[src/rtl/bwin_pkg.sv]
package bwin_pkg;
  typedef enum logic [1:0] {
    REG_MEM_BASE  = 2'd0,
    REG_MEM_LIMIT = 2'd1,
    REG_PF_BASE   = 2'd2,
    REG_PF_LIMIT  = 2'd3
  } reg_idx_e;

  localparam int NUM_WIN = 2;
  localparam int WIN_MEM = 0;
  localparam int WIN_PF  = 1;

  localparam logic [3:0] CAP_32 = 4'h0;
  localparam logic [3:0] CAP_64 = 4'h1;
endpackage

[src/rtl/bwin_regs.sv]
module bwin_regs
  import bwin_pkg::*;
#(
  parameter int REG_W = 16,
  parameter int RO_W  = 4,
  parameter int NREG  = 4,
  parameter int IDX_W = 2,
  parameter logic [RO_W-1:0] CAP_CODE = '0,
  localparam int HI_W = REG_W - RO_W,
  localparam int NBE  = REG_W / 8
) (
  input  logic                       clk_i,
  input  logic                       rst_ni,
  input  logic                       we_i,
  input  logic [IDX_W-1:0]           idx_i,
  input  logic [NBE-1:0]             be_i,
  input  logic [REG_W-1:0]           wdata_i,
  output logic [REG_W-1:0]           rdata_o,
  output logic [NREG-1:0][HI_W-1:0]  hi_o
);
  logic [NREG-1:0][HI_W-1:0] hi_q;

  always_ff @(posedge clk_i or negedge rst_ni) begin
    if (!rst_ni) begin
      hi_q <= '0;
    end else if (we_i) begin
      for (int b = 0; b < HI_W; b++) begin
        if (be_i[(b + RO_W) / 8]) hi_q[idx_i][b] <= wdata_i[b + RO_W];
      end
    end
  end

  logic ro_pref;
  assign ro_pref = (idx_i >= IDX_W'(REG_PF_BASE));
  assign rdata_o = {hi_q[idx_i], ro_pref ? CAP_CODE : {RO_W{1'b0}}};
  assign hi_o    = hi_q;

  // stored bits move only after a write strobe
  a_r2_hold_without_write: assert property (@(posedge clk_i) disable iff (!rst_ni)
    !$past(we_i) |-> $stable(hi_q));
endmodule

[src/rtl/bwin_window.sv]
module bwin_window #(
  parameter int HI_W = 12
) (
  input  logic [HI_W-1:0] base_i,
  input  logic [HI_W-1:0] limit_i,
  input  logic [HI_W-1:0] addr_hi_i,
  output logic            hit_o
);
  logic active;
  // base/limit in 1 MiB units; low 20 bits implied 0 / FFFFF
  assign active = (base_i <= limit_i);
  assign hit_o  = active && (addr_hi_i >= base_i) && (addr_hi_i <= limit_i);
endmodule

[src/rtl/bwin_decoder.sv]
module bwin_decoder
  import bwin_pkg::*;
#(
  parameter int ADDR_W = 32,
  parameter int GRAN_W = 20,
  parameter int REG_W  = 16,
  parameter bit ADDR64 = 1'b1,
  localparam int RO_W  = 4,
  localparam int NREG  = 2 * NUM_WIN,
  localparam int IDX_W = $clog2(NREG),
  localparam int HI_W  = ADDR_W - GRAN_W,
  localparam int NBE   = REG_W / 8
) (
  input  logic              clk_i,
  input  logic              rst_ni,
  input  logic              cfg_we_i,
  input  logic [IDX_W-1:0]  cfg_idx_i,
  input  logic [NBE-1:0]    cfg_be_i,
  input  logic [REG_W-1:0]  cfg_wdata_i,
  output logic [REG_W-1:0]  cfg_rdata_o,
  input  logic              req_i,
  input  logic [ADDR_W-1:0] addr_i,
  output logic              hit_valid_o,
  output logic              hit_o,
  output logic              hit_pref_o,
  output logic              overlap_o
);
  localparam logic [RO_W-1:0] CAP_CODE = ADDR64 ? CAP_64 : CAP_32;

  logic [NREG-1:0][HI_W-1:0] reg_hi;
  logic [NUM_WIN-1:0]        win_hit;

  bwin_regs #(
    .REG_W(REG_W), .RO_W(RO_W), .NREG(NREG), .IDX_W(IDX_W), .CAP_CODE(CAP_CODE)
  ) u_regs (
    .clk_i   (clk_i),
    .rst_ni  (rst_ni),
    .we_i    (cfg_we_i),
    .idx_i   (cfg_idx_i),
    .be_i    (cfg_be_i),
    .wdata_i (cfg_wdata_i),
    .rdata_o (cfg_rdata_o),
    .hi_o    (reg_hi)
  );

  for (genvar g = 0; g < NUM_WIN; g++) begin : g_win
    bwin_window #(.HI_W(HI_W)) u_win (
      .base_i    (reg_hi[2*g]),
      .limit_i   (reg_hi[2*g+1]),
      .addr_hi_i (addr_i[ADDR_W-1:GRAN_W]),
      .hit_o     (win_hit[g])
    );
  end

  logic valid_q, hit_q, pref_q, ovl_q;

  always_ff @(posedge clk_i or negedge rst_ni) begin
    if (!rst_ni) begin
      valid_q <= 1'b0;
      hit_q   <= 1'b0;
      pref_q  <= 1'b0;
      ovl_q   <= 1'b0;
    end else begin
      valid_q <= req_i;
      hit_q   <= req_i && (|win_hit);
      // non-prefetchable wins on overlap
      pref_q  <= req_i && win_hit[WIN_PF] && !win_hit[WIN_MEM];
      ovl_q   <= req_i && (&win_hit);
    end
  end

  assign hit_valid_o = valid_q;
  assign hit_o       = hit_q;
  assign hit_pref_o  = pref_q;
  assign overlap_o   = ovl_q;

  a_r6_valid_after_req: assert property (@(posedge clk_i) disable iff (!rst_ni)
    req_i |=> hit_valid_o);
  a_r6_idle_without_req: assert property (@(posedge clk_i) disable iff (!rst_ni)
    !req_i |=> !hit_valid_o);
  a_r6_flags_need_valid: assert property (@(posedge clk_i) disable iff (!rst_ni)
    !hit_valid_o |-> !(hit_o || hit_pref_o || overlap_o));
  a_r10_overlap_is_mem: assert property (@(posedge clk_i) disable iff (!rst_ni)
    overlap_o |-> (hit_o && !hit_pref_o));
  a_r9_pref_implies_hit: assert property (@(posedge clk_i) disable iff (!rst_ni)
    hit_pref_o |-> hit_o);
  a_r3_mem_nibble_zero: assert property (@(posedge clk_i) disable iff (!rst_ni)
    (cfg_idx_i < IDX_W'(REG_PF_BASE)) |-> (cfg_rdata_o[RO_W-1:0] == '0));
endmodule

[config.mk]
export PLATFORM = sky130hd
export DESIGN_NAME = bwin_decoder
export DESIGN_NICKNAME = d
export VERILOG_FILES = /design/src/rtl/bwin_pkg.sv /design/src/rtl/bwin_regs.sv /design/src/rtl/bwin_window.sv /design/src/rtl/bwin_decoder.sv
export SDC_FILE = /design/constraint.sdc
export NUM_CORES = 1
export LEC_CHECK = 0
export BUFFER_PORTS_ARGS = -buffer_cell sky130_fd_sc_hd__buf_2
export CAP_MARGIN = 25
export CORE_ASPECT_RATIO = 1.5
export CORE_UTILIZATION = 60
export CTS_CLUSTER_SIZE = 10
export DETAILED_ROUTE_END_ITERATION = 7
export GPL_TIMING_DRIVEN = 0
export PLACE_DENSITY = 0.84
export SLEW_MARGIN = 20
export SYNTH_ARGS = -nofsm -noshare
export SYNTH_HDL_FRONTEND = slang
export SYNTH_HIERARCHICAL = 1
export SYNTH_SLANG_ARGS = --single-unit
[constraint.sdc]
create_clock -name clk_i -period 5.5 [get_ports clk_i]
set_input_delay 0.825 -clock clk_i [delete_from_list [all_inputs] [get_ports clk_i]]
set_output_delay 0.825 -clock clk_i [all_outputs]
set_load 0.05 [all_outputs]
# --- After elaboration in Yosys (flattened, before gate mapping) ---
# Index checks and enable logic that the tools add are counted.
classes:
  n_lt_le_gt_ge: 9
  muxes: 62
  n_reduce_logical: 12
ops:
  columns: ["operator", "n"]
  rows:
  - ["$mux 48", 23]
  - ["$bwmux 48", 12]
  - ["$demux 12 s2", 12]
  - ["$le 12x12->1", 4]
  - ["$bmux 12 s2", 1]
  - ["$ge 12x12->1", 2]
  - ["$mux 12", 2]
  - ["$mux 11", 1]
  - ["$mux 10", 1]
  - ["$logic_and 1x1->1", 9]
  - ["$mux 9", 1]
  - ["$mux 8", 1]
  - ["$mux 7", 1]
  - ["$mux 6", 1]
  - ["$mux 5", 1]
  - ["$mux 4", 1]
  - ["$lt 2x3->1 const B", 1]
  - ["$mux 3", 1]
  - ["$ge 2x1->1 const B", 1]
  - ["$ge 2x2->1 const B", 1]
  - ["$mux 1", 2]
  - ["$mux 2", 1]
  - ["$reduce_and 2->1", 1]
  - ["$reduce_or 2->1", 1]
  - ["$logic_not 1->1", 1]
word_totals:
  ff_bits: 52
  out_inout_bits: 20

# --- Depth between registers and ports, before layout ---
# Gate-level depths: netlist of the first run.
logic_depth:
  depth_word: 39
  mapped_depth: 8
  depth_no_buf: 8

# --- By module ---
# Netlist of the first run, hierarchy kept.
modules_own_cells:
  columns: ["mod", "instances", "seq_area_each_um2", "area_per_inst_um2", "cells_per_inst"]
  rows:
  - ["bwin_regs", 1, 1201.2, 2248.4, 128]
  - ["bwin_window", 2, 0.0, 879.6, 114]
  - ["bwin_decoder", 1, 100.1, 123.9, 7]

# --- Least setup slack after synthesis of the first run ---
# OpenSTA, ideal clock, no wires.
synth_path:
  kind: "input -> output"
  from: "input port cfg_idx_i[0]"
  to: "output port cfg_rdata_o[10]"
  arrival_time_ps: 1774
  slack_ps: 2901
  path_buffers: 2
  stages: 3
  path_cell_list: "buf_6 -> buf_12 -> mux4_2"
synth_via:
  elab_chain_cells: 2
synth_rtl:
  columns: ["item", "line", "source"]
  rows:
  - ["start, declared", "bwin_decoder.sv:17", "input logic [IDX_W-1:0] cfg_idx_i,"]
  - ["$bmux 12 s2", "bwin_regs.sv:35", "assign rdata_o = {hi_q[idx_i], ro_pref ? CAP_CODE : {RO_W{1'b0}}};"]
  - ["$mux 12 (not written as such)", "bwin_regs.sv:35", null]
  - ["end, declared", "bwin_decoder.sv:20", "output logic [REG_W-1:0] cfg_rdata_o,"]
# Every way passes these cells. The select of a mux whose other input is x is not followed.

# --- Worst setup path in the final report of the first run ---
layout_path:
  from: "input port cfg_idx_i[1]"
  to: "output port cfg_rdata_o[7]"
# Same word-level chain as after synthesis.

==> results_dict.tcl, run 1 <==
set metrics [dict create \
    outcome "completed" \
    grt_pass1_wl_um 15330 \
    instances_no_fill 497 \
    area_growth_pct 10.99 \
    overflow 0 \
    crit_chain "buf_2 > buf_6 > buf_2 > mux4_2 > buf_2" \
    worst_path_most_repeated_cell "buf_2" \
    yosys.area.top_type "dfrtp_1" \
    clk-insertion-delay-late_ns 0.32 \
    ant_nets 0 \
    clock_path_buffers 2 \
    relSlewSlack 0.6169 \
    h-tree-depth 2 \
    design_area_um2 4586 \
    layout.nets 548 \
    placedCellCount 489 \
    antenna_found_initial 0 \
    cts.repair.resized 0 \
    required_ns 4.68 \
    drv_slew 0 \
    start_kind "input port" \
    whs_ns 0.4963 \
    placed_area_um2 4489 \
    fmax_mhz 348.9 \
    end_kind "output pin" \
    die_area_um2 7229 \
    die_w_um 69.76 \
    synth_top_area_share 0.3150 \
    portBuffers 47 \
    rsz0062_at_grt "no" \
    cts_setup_buffers 0 \
    hold_viol 0 \
    finalClockSkew_ns 0.01193 \
    cts.clk_slew.worst_paths_ns 0.10 \
    clock_tree.root_cell "clkbuf_8" \
    grt_pass1_vias 3200 \
    ys_top_cells_by_area "dfrtp_1 (31%), ha_1 (22%), mux2_2 (13%)" \
    ys_seq_area_frac 0.3150 \
    grt_usage 0.2736 \
    drt_iter0_markers 66 \
    ys_ff_latch 52 \
    row_count 36 \
    final.setup.tns_ns 0 \
    leakage_nw 2.288 \
    crit_fanout 10 \
    grt_max_degree 29 \
    arrival_ns 2.04 \
    ioPinCount 76 \
    dp_hpwl_um 7482 \
    route.detailed.drc 0 \
    drive_gt1_frac 0.3349 \
    hold_buffers 0 \
    drt_first_pass_iters 6 \
    n_fill_cell 533 \
    powerDensity_nw_per_um2 336.1 \
    worst_pin_slew_ns 0.5747 \
    cts_tree "done" \
    ys_types 37 \
    ir_drop_mv 0.2542 \
    cap_viol_max_count 0 \
    syn_avg_cell_area_um2 11.38 \
    synthCells 363 \
    critical_path_class "input port to output pin" \
    finalSetupViolations 0 \
    via_per_inst 5.954 \
    dieHeight_um 103.6 \
    wl_per_cell_um 18.65 \
    synthesis.area_um2 4131 \
    critPathSlowestCell "mux4_2" \
    mostFrequentLayoutCell "ha_1" \
    most-common-layout-cells "ha_1 (72), dfrtp_1 (52), inv_1 (50), buf_2 (48), mux2_2 (48)" \
    total_power_w 0.001541 \
    n_antenna_cell 0 \
    core_area_um2 6576 \
    gp_congestion 0.8733 \
    ys_warn_count 6 \
    vias 2959 \
    wl_um 9270 \
    initial_core_util 0.6282 \
    cp_slowest_stage_delay_ns 0.37 \
    cts.sinks 52 \
    fin_crit_sh 0.5211 \
    layout_min_cycle_time_ns 2.866 \
    cts_inserted_buffers 5 \
    hold_path_class "input port to async pin" \
]
-- critical path, delay by kind of cell --
family	cells	cell delay, ns
buffers and inverters	4	0.84
multiplexers	1	0.37
-- cell families (layout without fill, tap and decap cells) --
logic type      after synthesis  in the layout  synth area share
mux                          60             60            0.1962
flops                        52             52            0.3150
other cells                   1              3         0.0009077
buf+inv                      61            117           0.06965
simple gates                 54             54           0.09903
compound gates               63             63            0.1012
fa+ha+maj                    72             72            0.2180
-- routing by layer --
metal / share of wire / vias to the layer above / global-route usage
met5: 0 / - / 0
li1: - / 1445 / -
met1: 0.37 / 1414 / 0.2921
met3: 0.045 / 28 / 0.04086
met2: 0.54 / 72 / 0.5118
met4: 0.045 / 0 / 0.1357
-- cell usage after synthesis (all sizes together) --
master and number:
and3b 1, a21o 6, inv 50, mux2 48
nor2 4, nor2b 4, a311oi 2, a21oi 28
a31oi 2, and4bb 2, o31ai 2, o211ai 6
mux4 12, o21ai 12, clkbuf 1, nor3 4
a2111oi 2, nand2b 4, buf 10, o21a 1
nand3 2, nand4 16, nand4b 4, dfrtp 52
and3 1, a211o 2, nand2 12, conb 1
ha 72
-- cell type report --
class / count / area, um^2 / share of cell area
Buffer: 11 / 100.1 / 0.02183
Clock buffer: 6 / 82.58 / 0.01801
Clock inverter: 2 / 13.76 / 0.003001
Inverter: 50 / 187.7 / 0.04093
Multi-Input combinational cell: 252 / 2550 / 0.5561
Sequential cell: 52 / 1301 / 0.2838
Tap cell: 76 / 95.09 / 0.02074
Timing Repair Buffer: 48 / 255.2 / 0.05566
-- flip-flops by register name (all words and copies together), names as in the netlist --
| signal | flops |
|---|---|
| hit_valid_o | 1 |
| overlap_o | 1 |
| hit_o | 1 |
| hit_pref_o | 1 |
| u_regs/hi_o | 48 |
-- through the flow --
| step | util | worst slack (ns) |
|---|---|---|
| 3_5_place_dp | 0.6826 | 2.636 |
| 6_report | 0.6973 | 2.634 |
| 2_1_floorplan | - | 2.901 |
| 4_1_cts | 0.6973 | 2.634 |
| 3_3_place_gp | 0.6796 | 2.645 |
| 5_1_grt | 0.6973 | 2.610 |
-- report_power, final --
group | total [W] | leakage, nW | switching (W) | internal, W
combinational | 0.000765 | 1.61 | 0.000443 | 0.000321
sequential | 0.000544 | 0.629 | 0.0000797 | 0.000465
clock | 0.000232 | 0.0516 | 0.000129 | 0.000103
-- path summary, 6_finish.rpt --
kind                            startpoint  slack [ns]  depth (start not counted)               to
max                           cfg_idx_i[1]        2.63                          5   cfg_rdata_o[7]
max in group asynchronous           rst_ni        4.45                          2            hit_o
min                                 rst_ni        0.50                          1  u_regs/hi_o[22]
min in group clk_i         u_regs/hi_o[37]        0.53                          1  u_regs/hi_o[37]
min reg2reg                u_regs/hi_o[37]        0.53                          1  u_regs/hi_o[37]
max reg2reg                u_regs/hi_o[45]        3.25                          8        overlap_o
Power figures use the tool's default switching activity.
==> inputs of run 2 (changes only) <==
--- a/config.mk
+++ b/config.mk
@@ -5,14 +5,15 @@
 export SDC_FILE = /design/constraint.sdc
 export NUM_CORES = 1
 export LEC_CHECK = 0
+export ABC_AREA = 1
 export BUFFER_PORTS_ARGS = -buffer_cell sky130_fd_sc_hd__buf_2
 export CAP_MARGIN = 25
 export CORE_ASPECT_RATIO = 1.5
-export CORE_UTILIZATION = 60
+export CORE_UTILIZATION = 58
 export CTS_CLUSTER_SIZE = 10
 export DETAILED_ROUTE_END_ITERATION = 7
 export GPL_TIMING_DRIVEN = 0
-export PLACE_DENSITY = 0.84
+export PLACE_DENSITY = 0.81
 export SLEW_MARGIN = 20
 export SYNTH_ARGS = -nofsm -noshare
 export SYNTH_HDL_FRONTEND = slang
==> constraint.sdc (replaced) <==
create_clock -name clk_i -period 3 [get_ports clk_i]
set_input_delay 0.45 -clock clk_i [delete_from_list [all_inputs] [get_ports clk_i]]
set_output_delay 0.45 -clock clk_i [all_outputs]
set_load 0.05 [all_outputs]
==> results_dict.tcl, run 2 <==
set metrics [dict create \
    outcome "finished with violations" \
    violations "DRC" \
    critical_path_class "input port to output pin" \
    cts.clk_slew.worst_paths_ns 0.07 \
    clock_tree.root_cell "clkbuf_16" \
    grt_usage 0.3204 \
    die_w_um 74.11 \
    ys_seq_area_frac 0.2877 \
    async_flop_share 1.000 \
    n_fill_cell 683 \
    ys_warn_count 6 \
    synthFlopType "dfrtp_1" \
    via_per_inst 5.291 \
    route.detailed.drc 2 \
    portBuffers 46 \
    ioPinCount 76 \
    synth_top_cells_by_count "nand2_1 (310), inv_1 (77), ha_1 (72)" \
    largest_register_ffs 48 \
    placedCellCount 813 \
    cts_inserted_buffers 5 \
    area_growth_pct 11.51 \
    layout.nets 846 \
    grt_pass1_wl_um 19230 \
    yosys.cell_count.top_type "nand2_1" \
    drt_first_pass_iters 7 \
    h-tree-depth 2 \
    yosys.area.top_type "dfrtp_1" \
    instances_no_fill 820 \
    crit_fanout 10 \
    wl_um 11850 \
    dieHeight_um 110.2 \
    cap_viol_max_count 0 \
    drt_iter0_markers 325 \
    ys_ff_latch 52 \
    rsz0062_at_grt "no" \
    final.setup.tns_ns 0 \
    cts_setup_buffers 0 \
    required_ns 2.55 \
    n_antenna_cell 0 \
    arrival_ns 1.52 \
    cts.sinks 52 \
    layout_min_cycle_time_ns 1.969 \
    wl_per_cell_um 14.45 \
    gp_congestion 0.9219 \
    synthesis.area_um2 4523 \
    grt_max_degree 53 \
    fin_crit_sh 0.6565 \
    overflow 0 \
    clock_path_buffers 2 \
    drv_slew 0 \
    dp_hpwl_um 9512 \
    ant_nets 0 \
    clk-insertion-delay-late_ns 0.29 \
    ys_types 22 \
    syn_avg_cell_area_um2 6.822 \
    worst_pin_slew_ns 0.6775 \
    initial_core_util 0.5980 \
    drive_gt1_frac 0.1407 \
    leakage_nw 3.039 \
    core_area_um2 7564 \
    hold_path_class "input port to async pin" \
    ys_top_cells_by_area "dfrtp_1 (29%), nand2_1 (26%), ha_1 (20%)" \
    synth_top_area_share 0.2877 \
    cts_tree "done" \
    hold_viol 0 \
    whs_ns 0.1844 \
    grt_pass1_vias 4215 \
    row_count 39 \
    synthCells 663 \
    powerDensity_nw_per_um2 572.2 \
    mostFrequentLayoutCell "nand2_1" \
    ir_drop_mv 0.3974 \
    cts.repair.resized 0 \
    synth-edff-count 0 \
    hold_buffers 0 \
    finalClockSkew_ns 0.003262 \
    start_kind "input port" \
    most-common-layout-cells "nand2_1 (310), inv_1 (77), ha_1 (72), dfrtp_1 (52), buf_2 (50)" \
    antenna_found_initial 0 \
    die_area_um2 8163 \
    vias 4339 \
    end_kind "output pin" \
    relSlewSlack 0.5483 \
    fmax_mhz 507.8 \
    finalSetupViolations 0 \
    post-route-util 0.6668 \
]
==> run 2: changes by cell type after synthesis, sizes merged, moves of 7 or more <==
cell / delta
buf: +7
nand3: +40
nor2: +29
mux2: -48
inv: +40
nand4: -10
mux4: -12
o21ai: -8
nand2: +304
==> run 2: worst max-delay path: stages <==
cell and delay, ns:
buf_4 0.16, clkbuf_1 0.42, nand2_1 0.12, nand2_1 0.10, buf_2 0.26
==> run 2: cell families (layout without fill, tap and decap cells) <==
| logic type | count (synthesis) | count (layout) | share of synthesized area |
|---|---|---|---|
| AOI/OAI and AO/OA | 32 | 32 | 0.03762 |
| adders and majority gates | 72 | 72 | 0.1992 |
| other | 1 | 3 | 0.0008291 |
| buffers and inverters | 109 | 162 | 0.1048 |
| DFF | 52 | 52 | 0.2877 |
| and+or+nand+nor | 397 | 397 | 0.3698 |
==> run 2: path summary, 6_finish.rpt <==
kind,start,slack (ns),depth (start not counted),end
worst max-delay path,cfg_idx_i[1],1.03,5,cfg_rdata_o[8]
worst min-delay path,rst_ni,0.18,1,u_regs/hi_o[42]
worst max register to register,u_regs/hi_o[43],1.12,13,overlap_o
worst min register to register,u_regs/hi_o[20],0.50,2,u_regs/hi_o[20]
max in group asynchronous,rst_ni,2.36,1,u_regs/hi_o[25]
min in group clk_i,req_i,0.30,1,hit_valid_o
==> run 2: layer usage <==
layer / track usage / vias to the layer above / part of all wire
met5: 0 / - / 0
met4: 0.2308 / 0 / 0.071
met2: 0.5545 / 166 / 0.51
li1: - / 2153 / -
met1: 0.3485 / 1963 / 0.37
met3: 0.05000 / 57 / 0.056
==> run 2: final cells by class <==
type	count	area, um^2	share of cell area
Multi-Input combinational cell	504	2755	0.5463
Timing Repair Buffer	46	232.7	0.04614
Clock buffer	7	152.6	0.03027
Tap cell	102	127.6	0.02530
Inverter	90	340.3	0.06748
Buffer	19	133.9	0.02654
Sequential cell	52	1301	0.2580
==> run 2: per-stage QoR <==
step	setup WS (ns)	power [W]	area, um^2
after global placement	1.057	0.002208	4888
after CTS	1.053	0.002890	5044
after detailed placement	1.017	0.002272	4891
after floorplan	1.232	0.001927	4531
after global routing	0.9495	0.003125	5044
final	1.031	0.002886	5044
==> run 2: report_power, final <==
group          switching (W)  internal, W  total, W
clock network       0.000256     0.000351  0.000607
logic               0.000852     0.000461   0.00131
registers           0.000136     0.000829  0.000965
